File: config.mk
export PLATFORM = sky130hd
export DESIGN_NAME = stdp_pair_engine
export DESIGN_NICKNAME = d
export VERILOG_FILES = /design/src/rtl/stdp_pkg.sv /design/src/rtl/stdp_spike_queue.sv /design/src/rtl/stdp_event_hold.sv /design/src/rtl/stdp_walk_fsm.sv /design/src/rtl/stdp_pair_engine.sv
export SDC_FILE = /design/constraint.sdc
export NUM_CORES = 1
export LEC_CHECK = 0
export BUFFER_PORTS_ARGS = -buffer_cell sky130_fd_sc_hd__buf_2
export CAP_MARGIN = 5
export CORE_MARGIN = 5
export CORE_UTILIZATION = 60
export CTS_CLUSTER_DIAMETER = 200
export DETAILED_ROUTE_END_ITERATION = 8
export PLACE_DENSITY = 0.77
export SLEW_MARGIN = 20
export SYNTH_ARGS = -nofsm -noshare
export SYNTH_HDL_FRONTEND = slang
export SYNTH_HIERARCHICAL = 1
export SYNTH_SLANG_ARGS = --single-unit
File: constraint.sdc
create_clock -name clk -period 9.2 [get_ports clk]
set_input_delay 0.92 -clock clk [delete_from_list [all_inputs] [get_ports clk]]
set_output_delay 0.92 -clock clk [all_outputs]
set_load 0.01 [all_outputs]
File: src/rtl/stdp_pkg.sv
package stdp_pkg;
    typedef enum logic [1:0] {
        ST_IDLE = 2'd0,
        ST_SCAN = 2'd1,
        ST_EMIT = 2'd2,
        ST_PUSH = 2'd3
    } walk_state_e;
endpackage

File: src/rtl/stdp_spike_queue.sv
module stdp_spike_queue #(
    parameter int DEPTH    = 8,
    parameter int ADDR_W   = 5,
    parameter int TAU_W    = 5,
    parameter int TAU_INIT = 12,
    localparam int PW      = $clog2(DEPTH),
    localparam int CW      = $clog2(DEPTH + 1)
) (
    input  logic              clk,
    input  logic              rst_n,
    input  logic              tick,
    input  logic              push,
    input  logic [ADDR_W-1:0] push_addr,
    input  logic [CW-1:0]     rd_back,
    output logic [ADDR_W-1:0] rd_addr,
    output logic [TAU_W-1:0]  rd_credit,
    output logic [CW-1:0]     fill
);
    logic [ADDR_W-1:0] addr_mem   [DEPTH];
    logic [TAU_W-1:0]  credit_mem [DEPTH];
    logic [PW-1:0]     head;
    logic [PW-1:0]     slot;

    always_ff @(posedge clk) begin
        if (!rst_n) begin
            head <= '0;
            fill <= '0;
            for (int i = 0; i < DEPTH; i++) begin
                addr_mem[i]   <= '0;
                credit_mem[i] <= '0;
            end
        end else begin
            for (int i = 0; i < DEPTH; i++) begin
                if (push && PW'(i) == head) begin
                    addr_mem[i]   <= push_addr;
                    credit_mem[i] <= TAU_W'(TAU_INIT);
                end else if (tick && credit_mem[i] != '0) begin
                    credit_mem[i] <= credit_mem[i] - 1'b1;
                end
            end
            if (push) begin
                head <= head + 1'b1;
                if (fill != CW'(DEPTH))
                    fill <= fill + 1'b1;
            end
        end
    end

    // newest entry sits one slot behind the write pointer
    assign slot      = head - 1'b1 - PW'(rd_back);
    assign rd_addr   = addr_mem[slot];
    assign rd_credit = credit_mem[slot];
endmodule

File: src/rtl/stdp_event_hold.sv
module stdp_event_hold #(
    parameter int ADDR_W = 5
) (
    input  logic              clk,
    input  logic              rst_n,
    input  logic              ev_valid,
    input  logic              ev_kind,
    input  logic [ADDR_W-1:0] ev_addr,
    input  logic              can_accept,
    input  logic              take_hold,
    output logic              hold_valid,
    output logic              hold_kind,
    output logic [ADDR_W-1:0] hold_addr,
    output logic              ev_drop
);
    logic park;

    assign park    = ev_valid && !can_accept && !hold_valid;
    assign ev_drop = ev_valid && !can_accept && hold_valid && !take_hold;

    always_ff @(posedge clk) begin
        if (!rst_n) begin
            hold_valid <= 1'b0;
            hold_kind  <= 1'b0;
            hold_addr  <= '0;
        end else if (take_hold) begin
            hold_valid <= ev_valid;
            hold_kind  <= ev_kind;
            hold_addr  <= ev_addr;
        end else if (park) begin
            hold_valid <= 1'b1;
            hold_kind  <= ev_kind;
            hold_addr  <= ev_addr;
        end
    end
endmodule

File: src/rtl/stdp_walk_fsm.sv
module stdp_walk_fsm
    import stdp_pkg::*;
#(
    parameter int DEPTH     = 8,
    parameter int ADDR_W    = 5,
    parameter int TAU_W     = 5,
    parameter int ETA_SHIFT = 2,
    localparam int CW       = $clog2(DEPTH + 1),
    localparam int DELTA_W  = TAU_W + ETA_SHIFT + 1
) (
    input  logic                      clk,
    input  logic                      rst_n,
    input  logic                      ev_valid,
    input  logic                      ev_kind,
    input  logic [ADDR_W-1:0]         ev_addr,
    input  logic                      hold_valid,
    input  logic                      hold_kind,
    input  logic [ADDR_W-1:0]         hold_addr,
    input  logic [ADDR_W-1:0]         rd_addr,
    input  logic [TAU_W-1:0]          rd_credit,
    input  logic [CW-1:0]             rd_fill,
    input  logic                      upd_ready,
    output logic [CW-1:0]             back,
    output logic                      cur_kind,
    output logic [ADDR_W-1:0]         cur_addr,
    output logic                      push_pre,
    output logic                      push_post,
    output logic                      can_accept,
    output logic                      take_hold,
    output logic                      busy,
    output logic                      upd_valid,
    output logic [ADDR_W-1:0]         upd_pre,
    output logic [ADDR_W-1:0]         upd_post,
    output logic signed [DELTA_W-1:0] upd_delta
);
    walk_state_e state, state_nx;
    logic              walk_end;
    logic              load_cur;
    logic [ADDR_W-1:0] lat_addr;
    logic [TAU_W-1:0]  lat_credit;
    logic [DELTA_W-1:0] mag;

    assign walk_end = (back == rd_fill) || (rd_credit == '0);
    assign load_cur = (state == ST_IDLE && ev_valid)
                   || (state == ST_PUSH && (hold_valid || ev_valid));

    always_ff @(posedge clk) begin
        if (!rst_n) state <= ST_IDLE;
        else        state <= state_nx;
    end

    always_comb begin
        state_nx = state;
        unique case (state)
            ST_IDLE: if (ev_valid) state_nx = ST_SCAN;
            ST_SCAN: state_nx = walk_end ? ST_PUSH : ST_EMIT;
            ST_EMIT: if (upd_ready) state_nx = ST_SCAN;
            ST_PUSH: state_nx = (hold_valid || ev_valid) ? ST_SCAN : ST_IDLE;
        endcase
    end

    always_ff @(posedge clk) begin
        if (!rst_n) begin
            cur_kind   <= 1'b0;
            cur_addr   <= '0;
            back       <= '0;
            lat_addr   <= '0;
            lat_credit <= '0;
        end else begin
            if (load_cur) begin
                back <= '0;
                if (state == ST_PUSH && hold_valid) begin
                    cur_kind <= hold_kind;
                    cur_addr <= hold_addr;
                end else begin
                    cur_kind <= ev_kind;
                    cur_addr <= ev_addr;
                end
            end else if (state == ST_EMIT && upd_ready) begin
                back <= back + 1'b1;
            end
            if (state == ST_SCAN && !walk_end) begin
                lat_addr   <= rd_addr;
                lat_credit <= rd_credit;
            end
        end
    end

    assign mag = DELTA_W'(lat_credit) << ETA_SHIFT;

    always_comb begin
        upd_valid  = (state == ST_EMIT);
        busy       = (state != ST_IDLE);
        push_pre   = (state == ST_PUSH) && !cur_kind;
        push_post  = (state == ST_PUSH) && cur_kind;
        take_hold  = (state == ST_PUSH) && hold_valid;
        can_accept = (state == ST_IDLE) || (state == ST_PUSH && !hold_valid);
        upd_pre    = cur_kind ? lat_addr : cur_addr;
        upd_post   = cur_kind ? cur_addr : lat_addr;
        upd_delta  = cur_kind ? $signed(mag) : -$signed(mag);
    end
endmodule

File: src/rtl/stdp_pair_engine.sv
module stdp_pair_engine #(
    parameter int DEPTH     = 8,
    parameter int ADDR_W    = 5,
    parameter int TAU_W     = 5,
    parameter int TAU_PLUS  = 12,
    parameter int TAU_MINUS = 20,
    parameter int ETA_SHIFT = 2,
    localparam int CW       = $clog2(DEPTH + 1),
    localparam int DELTA_W  = TAU_W + ETA_SHIFT + 1
) (
    input  logic                      clk,
    input  logic                      rst_n,
    input  logic                      tick,
    input  logic                      ev_valid,
    input  logic                      ev_kind,
    input  logic [ADDR_W-1:0]         ev_addr,
    input  logic                      upd_ready,
    output logic                      upd_valid,
    output logic [ADDR_W-1:0]         upd_pre,
    output logic [ADDR_W-1:0]         upd_post,
    output logic signed [DELTA_W-1:0] upd_delta,
    output logic                      busy,
    output logic                      ev_drop
);
    if (TAU_MINUS <= TAU_PLUS || TAU_MINUS >= (1 << TAU_W)) begin : g_bad_window
        $error("depression window must exceed potentiation window and fit TAU_W");
    end

    logic [ADDR_W-1:0] q_addr   [2];
    logic [TAU_W-1:0]  q_credit [2];
    logic [CW-1:0]     q_fill   [2];
    logic              q_push   [2];

    logic [CW-1:0]     back;
    logic              cur_kind;
    logic [ADDR_W-1:0] cur_addr;
    logic              push_pre, push_post;
    logic              can_accept, take_hold;
    logic              hold_valid, hold_kind;
    logic [ADDR_W-1:0] hold_addr;
    logic [ADDR_W-1:0] rd_addr;
    logic [TAU_W-1:0]  rd_credit;
    logic [CW-1:0]     rd_fill;

    assign q_push[0] = push_pre;
    assign q_push[1] = push_post;

    // index 0 keeps presynaptic spikes, index 1 postsynaptic spikes
    for (genvar g = 0; g < 2; g++) begin : g_hist
        localparam int TAU_G = (g == 0) ? TAU_PLUS : TAU_MINUS;
        stdp_spike_queue #(
            .DEPTH(DEPTH), .ADDR_W(ADDR_W), .TAU_W(TAU_W), .TAU_INIT(TAU_G)
        ) u_hist (
            .clk(clk), .rst_n(rst_n), .tick(tick),
            .push(q_push[g]), .push_addr(cur_addr),
            .rd_back(back),
            .rd_addr(q_addr[g]), .rd_credit(q_credit[g]), .fill(q_fill[g])
        );
    end

    // a postsynaptic walk reads the presynaptic history and vice versa
    assign rd_addr   = cur_kind ? q_addr[0]   : q_addr[1];
    assign rd_credit = cur_kind ? q_credit[0] : q_credit[1];
    assign rd_fill   = cur_kind ? q_fill[0]   : q_fill[1];

    stdp_event_hold #(.ADDR_W(ADDR_W)) u_hold (
        .clk(clk), .rst_n(rst_n),
        .ev_valid(ev_valid), .ev_kind(ev_kind), .ev_addr(ev_addr),
        .can_accept(can_accept), .take_hold(take_hold),
        .hold_valid(hold_valid), .hold_kind(hold_kind), .hold_addr(hold_addr),
        .ev_drop(ev_drop)
    );

    stdp_walk_fsm #(
        .DEPTH(DEPTH), .ADDR_W(ADDR_W), .TAU_W(TAU_W), .ETA_SHIFT(ETA_SHIFT)
    ) u_walk (
        .clk(clk), .rst_n(rst_n),
        .ev_valid(ev_valid), .ev_kind(ev_kind), .ev_addr(ev_addr),
        .hold_valid(hold_valid), .hold_kind(hold_kind), .hold_addr(hold_addr),
        .rd_addr(rd_addr), .rd_credit(rd_credit), .rd_fill(rd_fill),
        .upd_ready(upd_ready),
        .back(back), .cur_kind(cur_kind), .cur_addr(cur_addr),
        .push_pre(push_pre), .push_post(push_post),
        .can_accept(can_accept), .take_hold(take_hold), .busy(busy),
        .upd_valid(upd_valid), .upd_pre(upd_pre), .upd_post(upd_post),
        .upd_delta(upd_delta)
    );
endmodule

# == After elaboration in Yosys (flattened, before gate mapping) ==
# Memory sizes are Yosys's and may differ from the RTL's.
# Index checks and enable logic that the tools add are counted.
# word_totals
ff_bits,43
latchBits,0
mem_bits_rw,160
rom_bits,0
inputBits,11
out_inout_bits,21
mem_count,4
# mem_list
memory,words,word_bits,rd,rd_clocked_by_memory_dff,write_ports,line_no,rtl
g_hist[0].u_hist.addr_mem,8,5,1,0,8,stdp_spike_queue.sv:19,logic [ADDR_W-1:0] addr_mem [DEPTH];
g_hist[0].u_hist.credit_mem,8,5,9,0,8,stdp_spike_queue.sv:20,logic [TAU_W-1:0] credit_mem [DEPTH];
g_hist[1].u_hist.addr_mem,8,5,1,0,8,stdp_spike_queue.sv:19,
g_hist[1].u_hist.credit_mem,8,5,9,0,8,stdp_spike_queue.sv:20,
# op_classes
addsub,26
multipliers,0
div,0
n_lt_le_gt_ge,0
n_eq_ne,22
shift,0
n_mux,180
bitwise_logic,49
reduce_logical,79
# ops
op,n
$mux W5,55
$mux W1,120
$reduce_bool A5 Y1,16
$sub A5 B1 Y5 const B,16
$or A1 B1 Y1,48
$logic_and A1 B1 Y1,44
$eq A3 B3 Y1 const A,8
$add A4 B1 Y4 const B,3
$eq A2 B3 Y1 const A,4
$mux W8,1
$ne A4 B4 Y1 const B,2
$neg A7 Y8,1
$pmux W2 S4,1
$add A3 B1 Y3 const B,2
$eq A1 B3 Y1 const A,2
$logic_not A3 Y1,2
$reduce_and A2 Y1,3
$sub A3 B1 Y3 const B,2
$sub A3 B3 Y3,2
$logic_not A1 Y1,5
$logic_not A5 Y1,1
$eq A2 B2 Y1 const B,2
$eq A4 B4 Y1,1
$logic_or A1 B1 Y1,4
other kinds (8),11

# == Depth between registers and ports, before layout ==
# logic_depth
ltp_word,8
depth_mapped,13

# == Hierarchy ==
# Netlist, hierarchy kept.
# by_module_without_submodules
mod,instances,cells_each,area_per_inst_um2,seq_area_each_um2
stdp_spike_queue (g_hist[0].u_hist),1,375,4787.1,2542.4
stdp_spike_queue (g_hist[1].u_hist),1,364,4635.7,2542.4
stdp_walk_fsm,1,146,1301.2,440.4
stdp_event_hold,1,33,305.3,140.1
stdp_pair_engine,1,15,168.9,0.0

# == Least setup slack after synthesis ==
# No wires, ideal clock.
# synth_path
path_kind,register to register
start,register u_walk.back[0]
end,register u_walk.lat_addr[0]
arrival_time_ns,3.341
t_required_ns,9.080
slack_ns,5.739
stages_incl_launch_ff,13
n_path_buf,2
period_less_slack_ns,3.461
path_cell_list,dfxtp_1 > inv_1 > ha_1 > fa_1 > buf_6 > mux4_1 > mux2_4 > mux2_2 > or4_4 > nor2_2 > nor3_2 > buf_6 > mux2i_1
# synth_lines
element,line_no,rtl
from (decl),stdp_walk_fsm.sv:23,"output logic [CW-1:0] back,"
from (signal assigned),stdp_walk_fsm.sv:80,back <= back + 1'b1;
to (signal assigned),stdp_walk_fsm.sv:83,lat_addr <= rd_addr;
to (decl),stdp_walk_fsm.sv:39,logic [ADDR_W-1:0] lat_addr;

==> summary.txt <==
Floorplanning
  • IO Count: 32
  • Die height: 146.6 um
  • Die width: 146.6 um
  • Initial core utilization: 0.6047
  • Die area: 21500 sq um
  • Rows: 50
  • Core area: 18520 sq um

Global routing
  • First-pass GRT wire length: 39680 um
  • Antenna violations before repair: 0
  • Total congestion overflow: 0
  • Pin count of the biggest net entering global routing: 57
  • Total global routing track utilization: 0.2335
  • Vias in the first global route: 7150

Power and ir drop
  • VDD IR-drop max: 0.0001436 V
  • Sw Share: 0.2705
  • Sequential share of power: 0.491
  • Pwr/cell area: 197.1 nW/um^2
  • Power Total: 0.002384 W
  • Psw: 0.0006449 W
  • Internal power: 0.001739 W
  • Logic gate share of total power: 0.168
  • Leak: 4.840 nW
  • Clock Power Share: 0.341

Logic synthesis
  • Seq/Total Area, Yosys: 0.5059
  • #FFs+latches synth: 203
  • Average size of a mapped cell: 12.00 sq um
  • Mapped Cells: 933
  • Area leader, netlist: edfxtp_1
  • Synth warn: 6
  • Synth top area share: 0.4291
  • Most used DFF post-synth: edfxtp_1
  • Cell variety after synth: 59
  • Top cells by area, synth: edfxtp_1, dfxtp_1, mux4_2, ha_1, nor2_1
  • Post-synth EDFFs: 160
  • Async SR Flop Fraction: 0
  • Syn Std Cell Area: 11200 sq um

Routing
  • DRT Pass-1 Iters: 5
  • Total number of vias: 7437
  • Final ANT Viol Nets: 0
  • Per-cell routed wire length: 20.91 um
  • DR vias/cell: 6.182
  • DRC errors left: 0
  • Iter 0 DRT Violations: 584
  • Detailed Route WL: 25160 um

Clock network
  • Setup Buffers After CTS: 0
  • CTS resizes: 0
  • Sink Count: 203
  • Clk slew on worst S/H paths: 60 ps
  • Max clock buf depth: 3
  • CTS tree: built
  • Hold-fix buffers, CTS: 0
  • CTS root buf: clkbuf_16
  • CTS buffer count: 23
  • Worst skew pair latency: 510 ps
  • Clock H-tree levels: 1

STA
  • Fin crit period: 4170 ps
  • PnR worst setup slack: 5030 ps
  • Period utilization: 0.4533
  • Worst relative slew slack: 0.2491
  • Achievable frequency: 239.8 MHz
  • RSZ-0062 raised after global routing: no
  • Worst slew pin tran: 1120 ps
  • Final Slew Violations: 0
  • Hold Violations, Final: 0
  • Clock Skews: 19.08 ps
  • Final setup fails: 0
  • Setup TNS: 0 ps
  • Worst-case hold slack: 458.7 ps

Layout
  • Final instance area: 12100 sq um
  • Most common library cell in the layout ignoring fill and taps: edfxtp_1
  • Fill cells: 1353
  • Layout cell share with drive strength beyond 1: 0.1744
  • # diodes: 0
  • P&R area growth vs syn: 8.034%
  • Most frequent cells in the layout: edfxtp_1, nor2_1, inv_1, nand2_1, dfxtp_1
  • Final nets: 1007

Worst setup path
  • CP Class: reg -> reg
  • Crit path launch type: flop
  • CP Max Fanout: 20
  • Setup crit end kind: flop
  • Req. time, crit path: 9560 ps
  • R2R depth: 10
  • WP data arrival: 4530 ps

Run
  • Max Cap Viol: 0

Place
  • Post-DP Area: 11430 sq um
  • RD Place Congestion: 0.8598
  • Dpl ws: 4924 ps
  • Port Buffers: 29
  • DP HPWL: 17760 um

Worst hold path
  • Hold WC Path Type: reg -> reg
  • Hold Path Depth: 2

Run status
  • Run status: finished clean
## power by group through the flow
stage	combinational, W	sequential (W)	clock, W
after global routing	0.000437	0.00118	0.000866
final	0.000401	0.00117	0.000813
after CTS	0.000400	0.00117	0.000828
after floorplan	0.000327	0.00114	0
after global placement	0.000382	0.00118	0
after detailed placement	0.000395	0.00119	0
## sequential cells by signal, indices dropped and copies added, names as in the netlist, 2 cells and up
signal / count
g_hist.u_hist/addr_mem: 80
g_hist.u_hist/credit_mem: 80
g_hist.u_hist/fill: 8
g_hist.u_hist/head: 6
u_hold/hold_addr: 5
u_walk/back: 4
u_walk/cur_addr: 5
u_walk/lat_addr: 5
u_walk/lat_credit: 5
u_walk/state: 2
## critical path, cell delays in order (launching register included)
cell	delay (ps)
dfxtp_1	460
inv_1	80
ha_2	190
fa_1	1100
mux4_1	650
mux2_4	270
mux2_2	290
or4_4	540
nor2_2	100
nor3_2	160
mux2i_1	170
## final timing paths
kind                                           from                    to  slack [ps]
worst min-delay path            u_hold/hold_addr[1]   u_hold/hold_addr[1]         460
worst max register to register       u_walk/back[0]  u_walk/lat_credit[3]        5030
worst max-delay path                 u_walk/back[0]  u_walk/lat_credit[3]        5030
worst min register to register  u_hold/hold_addr[1]   u_hold/hold_addr[1]         460
## cells in the mapped netlist, drive strengths merged, types with 2 or more instances
cell and instances:
nand2b 3, a211oi 10, inv 78, dfxtp 43
or4b 15, clkbuf 12, and3b 3, nand3b 8
edfxtp 160, nor3b 8, nand4 13, o21ai 10
nand4b 2, mux4 40, o22ai 6, or2 3
ha 42, fa 2, a31oi 3, nand2 70
nand3 33, xor2 27, a21o 10, mux2 45
mux2i 25, xnor2 30, a21oi 27, o311ai 6
o21a 6, buf 29, nor2 121, a21boi 3
nor3 31
## through the flow
stage                     std cells    util
after floorplan                 934       -
after detailed placement       1161  0.6171
final                          1203  0.6533
after CTS                      1203  0.6529
after global routing           1203  0.6533
after global placement         1161  0.6171
## cell type report
type | count | area [sq um] | area share
sequential | 203 | 5665 | 0.4683
multi-input combinational | 612 | 5001 | 0.4134
clock buffer | 31 | 605.6 | 0.05006
inverter | 78 | 292.8 | 0.02420
tap | 234 | 292.8 | 0.02420
timing repair buffer | 34 | 182.7 | 0.01510
clock inverter | 11 | 57.56 | 0.004757
## logic make-up (layout without fill, tap and decap cells)
logic type,after synthesis,after routing,share of synthesized area
fa+ha+maj,44,44,0.05050
simple gates,314,314,0.1352
flops,203,203,0.5059
other cells,1,2,0.0003349
xor+xnor,57,57,0.04927
compound gates,85,85,0.05296
buf+inv,119,154,0.04849
mux,110,110,0.1573
## routing by layer
layer,global-route usage,share of wire
met1,0.3399,0.43
met2,0.3651,0.47
met3,0.04035,0.079
met4,0.06538,0.025
met5,0,0
Note: power is estimated with default switching activity, not from simulation.
